`src/rtl/fwd_pkg.sv`:
```
package fwd_pkg;

   // Operand source encodings seen by the ALU input multiplexer
   typedef enum logic [1:0] {
      SEL_REGFILE = 2'b00,
      SEL_WB      = 2'b01,
      SEL_MEM     = 2'b10
   } fwd_sel_e;

   // Number of ALU operands resolved by the unit
   localparam int unsigned NUM_OPND = 2;

endpackage

```
`src/rtl/fwd_stage_hit.sv`:
```
module fwd_stage_hit #(
   parameter int unsigned REG_W          = 5,
   parameter bit          ZERO_HARDWIRED = 1'b1
) (
   input  logic             wr_en,
   input  logic [REG_W-1:0] dst_num,
   input  logic [REG_W-1:0] src_num,
   output logic             hit
);

   logic dst_ok;
   logic num_eq;

   // Variant: exclude register zero only when it is a constant register
   generate
      if (ZERO_HARDWIRED) begin : g_zero_filter
         assign dst_ok = |dst_num;
      end else begin : g_no_filter
         assign dst_ok = 1'b1;
      end
   endgenerate

   assign num_eq = (dst_num == src_num);
   assign hit    = wr_en & dst_ok & num_eq;

endmodule

```
`src/rtl/fwd_operand_sel.sv`:
```
module fwd_operand_sel
   import fwd_pkg::*;
#(
   parameter int unsigned REG_W          = 5,
   parameter bit          ZERO_HARDWIRED = 1'b1
) (
   input  logic [REG_W-1:0] src_num,
   input  logic             mem_wr_en,
   input  logic [REG_W-1:0] mem_dst_num,
   input  logic             wb_wr_en,
   input  logic [REG_W-1:0] wb_dst_num,
   output fwd_sel_e         sel
);

   logic mem_hit;
   logic wb_hit;

   fwd_stage_hit #(
      .REG_W          (REG_W),
      .ZERO_HARDWIRED (ZERO_HARDWIRED)
   ) i_mem_hit (
      .wr_en   (mem_wr_en),
      .dst_num (mem_dst_num),
      .src_num (src_num),
      .hit     (mem_hit)
   );

   fwd_stage_hit #(
      .REG_W          (REG_W),
      .ZERO_HARDWIRED (ZERO_HARDWIRED)
   ) i_wb_hit (
      .wr_en   (wb_wr_en),
      .dst_num (wb_dst_num),
      .src_num (src_num),
      .hit     (wb_hit)
   );

   // Younger result wins; older one only when the younger misses
   always_comb begin
      if (mem_hit) begin
         sel = SEL_MEM;
      end else if (wb_hit) begin
         sel = SEL_WB;
      end else begin
         sel = SEL_REGFILE;
      end
   end

endmodule

```
`src/rtl/fwd_unit.sv`:
```
module fwd_unit
   import fwd_pkg::*;
#(
   parameter int unsigned REG_W          = 5,
   parameter bit          ZERO_HARDWIRED = 1'b1
) (
   input  logic [REG_W-1:0] ex_rs_num,
   input  logic [REG_W-1:0] ex_rt_num,
   input  logic [REG_W-1:0] mem_dst_num,
   input  logic             mem_wr_en,
   input  logic [REG_W-1:0] wb_dst_num,
   input  logic             wb_wr_en,
   output logic [1:0]       fwd_sel_a,
   output logic [1:0]       fwd_sel_b
);

   localparam int unsigned OPND_IDX_A = 0;
   localparam int unsigned OPND_IDX_B = 1;

   // Elaboration-time parameter checks
   generate
      if (REG_W < 1 || REG_W > 16) begin : g_bad_reg_w
         $error("fwd_unit: REG_W out of supported range");
      end
   endgenerate

   logic [REG_W-1:0] src_num [NUM_OPND];
   fwd_sel_e         sel     [NUM_OPND];

   assign src_num[OPND_IDX_A] = ex_rs_num;
   assign src_num[OPND_IDX_B] = ex_rt_num;

   generate
      for (genvar g = 0; g < NUM_OPND; g++) begin : g_opnd
         fwd_operand_sel #(
            .REG_W          (REG_W),
            .ZERO_HARDWIRED (ZERO_HARDWIRED)
         ) i_opnd (
            .src_num     (src_num[g]),
            .mem_wr_en   (mem_wr_en),
            .mem_dst_num (mem_dst_num),
            .wb_wr_en    (wb_wr_en),
            .wb_dst_num  (wb_dst_num),
            .sel         (sel[g])
         );
      end
   endgenerate

   assign fwd_sel_a = sel[OPND_IDX_A];
   assign fwd_sel_b = sel[OPND_IDX_B];

endmodule

```
`config.mk`:
```
export PLATFORM = sky130hd
export DESIGN_NAME = fwd_unit
export DESIGN_NICKNAME = d
export VERILOG_FILES = /design/src/rtl/fwd_pkg.sv /design/src/rtl/fwd_stage_hit.sv /design/src/rtl/fwd_operand_sel.sv /design/src/rtl/fwd_unit.sv
export SDC_FILE = /design/constraint.sdc
export NUM_CORES = 1
export LEC_CHECK = 0
export BUFFER_PORTS_ARGS = -buffer_cell sky130_fd_sc_hd__buf_2
export CAP_MARGIN = 25
export CORE_AREA = 2 2 39 41
export DETAILED_ROUTE_END_ITERATION = 10
export DIE_AREA = 0 0 41 43
export SETUP_SLACK_MARGIN = 0.02
export SLEW_MARGIN = 5
export SYNTH_ARGS = -nofsm -noshare
export SYNTH_HDL_FRONTEND = slang
export SYNTH_SLANG_ARGS = --single-unit
```
`constraint.sdc`:
```
create_clock -name vclk -period 2.15
set_input_delay 0.43 -clock vclk [all_inputs]
set_output_delay 0.43 -clock vclk [all_outputs]
set_load 0.05 [all_outputs]
```
==> impl_metrics.ini, run 1 <==
[cells_and_area]
diodes = 0
fin_util_pct = 34.7
drive_above_1_share_pct = 51.6
n_sequential_cell = 0
multi_input_area_sq_um = 288
clkbuf_count = 0
nFillCells = 159
areaGrowthSynthToFinish_pct = 68.4
regArea_sq_um = 0
nNetsFinal = 88

[placement]
port-buffer-count = 26
dp_hpwl_um = 817
gp_congestion = 0.787
place_ws_ns = -0.104

[detailed_routing]
dr.pass1.iters = 2
drt-initial-drc-count = 1
routed_wl_um = 852
drc_errors = 0
ant_nets = 0
wl_per_cell_um = 10.7
vias = 348
viasPerCell = 4.35

[synthesis]
synth_most_common_cell = xnor2_1
postSynthAreaPerCell_sq_um = 7.92
synth_warnings = 0
synth_area_leaders = xnor2_1, xor2_1, nor4_2
synth_commonest_cells = xnor2_1, xor2_1
synth_fp_nets = 58
yosys.area.top_type_share_pct = 49.1
yosysUniqueCellTypes = 11
netlist_area_sq_um = 285
synthCells = 36
yosysTopAreaCell = xnor2_1
seq_area_frac_synth_pct = 0

[sta]
fin_ws_ns = -0.0279
fmax_ghz = 0.459
setup_viol = 2
drv_slew = 0
fin_crit_sh_pct = 101
rsz0062_at_grt = true
fin_crit_ns = 2.18
worst_pin_slew_ns = 0.572
slew-limit-headroom_pct = 61.5
hold_violations = 0

[floorplanning]
fp.coreArea_sq_um = 1380
die_x_um = 41
io_pins = 26
dieArea_sq_um = 1760
dieHeight_um = 43
rows = 14
start_util_pct = 20.6

[clock_tree]
hold_buffers = 0
cts_setup_buffers = 0
cts_resized = 4

[flow_run]
maxCapViolCount = 0

[worst_setup_path]
arrival_ns = 1.75
crit_type = in2out
start_kind = input pin
cp.required_ns = 1.72
worst_setup_path_end_kind = primary output
path_max_fanout = 2

[pwr]
pwr_density_cell_nw_per_um2 = 190
total_leakage_power_nw = 0.197
peakVddDrop_mv = 0.0744

[grt]
track_usage_pct = 10.5
grt_max_degree = 4
grt_overflow = 0
grt_pass1_wl_mm = 1.37
antenna_found_initial = 0
grt_pass1_vias = 346

[worst_hold_path]
hold_class = in2out

[run_status]
status = finished with violations
violations = negative setup slack
per-stage QoR:
step                      power, mW  TNS (ns)  instance area (sq um)  hold WS (ns)  std cells
after global routing         0.0997    -0.285                    480          1.29         80
final                        0.0913   -0.0520                    480          1.27         80
after global placement       0.0910    -0.201                    468          1.32         80
after floorplan              0.0481    -0.155                    303          1.05         36
after CTS                    0.0924   -0.0542                    480          1.27         80
after detailed placement     0.0911    -0.204                    468          1.32         80
layout make-up:
class                           instances  area share, %
Multi-Input combinational cell         34           59.9
Timing Repair Buffer                   30           35.9
Tap cell                               16           4.17
cells in the final DEF (no fill, tap or decap):
master	netlist	routed
nor4_1	2	2
nor2_1	1	1
nand4_1	2	2
or4_1	2	2
buf_2	0	24
xor2_1	4	4
o21ai_2	1	1
nand2_1	2	2
nand3_1	2	2
xnor2_1	16	16
buf_6	0	2
nor4_4	0	2
buf_4	2	4
final timing paths:
path           start            to  slack (ns)  cells after the start
max   mem_dst_num[3]  fwd_sel_b[0]       -0.03                      6
min         wb_wr_en  fwd_sel_b[0]        1.27                      4
logic make-up after synthesis:
group                  after synthesis  synth area share (%)
AO/OA/AOI/OAI                        1                  3.07
AND/OR/NAND/NOR                     13                  30.3
XOR/XNOR                            20                  61.4
buffers and inverters                2                  5.26
metal layers:
layer,share of wire [%],GRT usage (%),wire length [um]
met5,0,0,0
met2,49,17.8,417
met1,39,15.2,336
met4,0,0,0
met3,12,0,98
worst max-delay path, stage by stage:
cell,delay [ns]
buf_2,0.11
or4_1,0.54
o21ai_2,0.15
nor4_1,0.11
nor4_4,0.23
buf_6,0.19
report_power, final:
part / total [mW] / internal (mW) / switching, mW
clock network: 0 / 0 / 0
logic: 0.0913 / 0.0471 / 0.0442
registers: 0 / 0 / 0
Power figures use the tool's default switching activity.
==> run 2, diff against run 1 <==
--- a/config.mk
+++ b/config.mk
@@ -7,9 +7,9 @@
 export LEC_CHECK = 0
 export BUFFER_PORTS_ARGS = -buffer_cell sky130_fd_sc_hd__buf_2
 export CAP_MARGIN = 25
-export CORE_AREA = 2 2 39 41
+export CORE_AREA = 4 4 41 43
 export DETAILED_ROUTE_END_ITERATION = 10
-export DIE_AREA = 0 0 41 43
+export DIE_AREA = 0 0 45 47
 export SETUP_SLACK_MARGIN = 0.02
 export SLEW_MARGIN = 5
 export SYNTH_ARGS = -nofsm -noshare
==> run 2 against run 1 <==
  * The run still ends with negative setup slack left
  * Die area is 20% higher
  * Core utilization up 10 points
  * Routed wire length is 20% higher
  * Worst hold slack worse by 0.0050 ns
  * Combinational power grew 24%
  * Cell area grew 22%
  * Fmax is 4.2% lower
==> impl_metrics.ini, run 2 (synthesis results as in run 1) <==
[clock_tree]
hold_buffers = 0

[cells_and_area]
diodes = 0
n_sequential_cell = 0
areaGrowthSynthToFinish_pct = 105
clkbuf_count = 0
fin_util_pct = 44.9
nNetsFinal = 93
drive_above_1_share_pct = 62.3
mostFrequentLayoutCell = buf_2
design_area_sq_um = 584
multi_input_area_sq_um = 333
nFillCells = 137
layout_common_cells = buf_2, xnor2_1, buf_4, buf_6, xor2_1
regArea_sq_um = 0

[worst_hold_path]
whs_path_depth = 4
hold_class = in2out
hp-start = wb_wr_en
min_to = fwd_sel_b[0]

[floorplanning]
rows = 13
die_x_um = 45
dieHeight_um = 47
dieArea_sq_um = 2120
io_pins = 26
start_util_pct = 21.9
fp.coreArea_sq_um = 1300

[sta]
slew-limit-headroom_pct = 74.7
finalSetupTns_ns = -0.223
fin_ws_ns = -0.122
hold_violations = 0
drv_slew = 0
worst_pin_slew_ns = 0.376
rsz0062_at_grt = true
setup_viol = 2
fmax_ghz = 0.440
fin_crit_sh_pct = 106
fin_crit_ns = 2.27

[detailed_routing]
dr.pass1.iters = 2
vias = 371
viasPerCell = 4.42
ant_nets = 0
wl_per_cell_um = 12.2
drc_errors = 0
routed_wl_mm = 1.03
drt-initial-drc-count = 2

[worst_setup_path]
start_kind = input pin
arrival_ns = 1.84
cpMaxStageDelayCell = or4_4
cp_slowest_stage_delay_ns = 0.54
cp.required_ns = 1.72
crit_chain = buf_6 > or4_4 > o21ai_4 > buf_6 > nor4_4 > nor4_4 > buf_6
path_max_fanout = 3
crit_type = in2out
cpMostUsedCell = buf_6
worst_setup_path_end_kind = primary output

[grt]
grt_max_degree = 4
track_usage_pct = 9.76
grt_pass1_wl_mm = 1.61
grt_pass1_vias = 378
grt_overflow = 0
antenna_found_initial = 0

[placement]
port-buffer-count = 26
place_ws_ns = -0.122
place_area_sq_um = 489
gp_congestion = 0.765

[flow_run]
maxCapViolCount = 0

[run_status]
status = finished with violations
violations = negative setup slack

[pwr]
swShare_pct = 48.4
seqPwrFrac_pct = 0
clockPowerShare_pct = 0
intPower_mw = 0.0583
pwr_density_cell_nw_per_um2 = 193
p_sw_mw = 0.0547
peakVddDrop_mv = 0.0852
comb_power_share_pct = 100.0
total_leakage_power_nw = 0.240
run 2: metal layers:
layer / GRT usage (%) / part of all wire, % / vias up
li1: - / - / 192
met2: 18.1 / 51 / 18
met1: 13.0 / 40 / 161
met4: 0 / 0 / 0
met5: 0 / 0 / -
met3: 0.766 / 9.3 / 0
run 2: metrics by stage:
stage / instances / total power [mW] / hold slack (ns)
floorplan: 36 / 0.0481 / 1.05
global placement: 82 / 0.0926 / 1.31
detailed placement: 82 / 0.0928 / 1.31
CTS: 83 / 0.102 / 1.27
global route: 84 / 0.122 / 1.29
finish: 84 / 0.113 / 1.26
run 2: cell type report:
class                           instances  area share (%)
Tap cell                               15            3.21
Multi-Input combinational cell         34            57.0
Timing Repair Buffer                   35            39.8
run 2: how the worst max path moves through the flow:
stage / slack, ns / from / to / cells after the start
floorplan: -0.08 / mem_dst_num[3] / fwd_sel_a[0] / 4
global placement: -0.13 / mem_dst_num[4] / fwd_sel_b[1] / 7
detailed placement: -0.12 / mem_dst_num[4] / fwd_sel_b[1] / 7
CTS: -0.12 / mem_dst_num[3] / fwd_sel_b[0] / 7
global route: -0.18 / mem_dst_num[0] / fwd_sel_b[0] / 7
finish: -0.12 / mem_dst_num[0] / fwd_sel_b[0] / 7
run 2: power groups by stage:
stage	Sequential, mW	Combinational, mW	Clock [mW]
after floorplan	0	0.0481	0
after global placement	0	0.0926	0
after detailed placement	0	0.0928	0
after CTS	0	0.102	0
after global routing	0	0.122	0
final	0	0.113	0
run 2: repair_timing:
action,4_1_cts,5_1_grt
pin swaps,1,5
buffers inserted,1,1
gates cloned,0,0
resized for setup,10,8
endpoints found under the setup margin,4,4
run 2: worst max-delay path, delay by kind of cell:
kind                   cells  cell delay (ns)
and+or+nand+nor            3             0.85
buffers and inverters      3             0.41
AOI/OAI and AO/OA          1             0.15
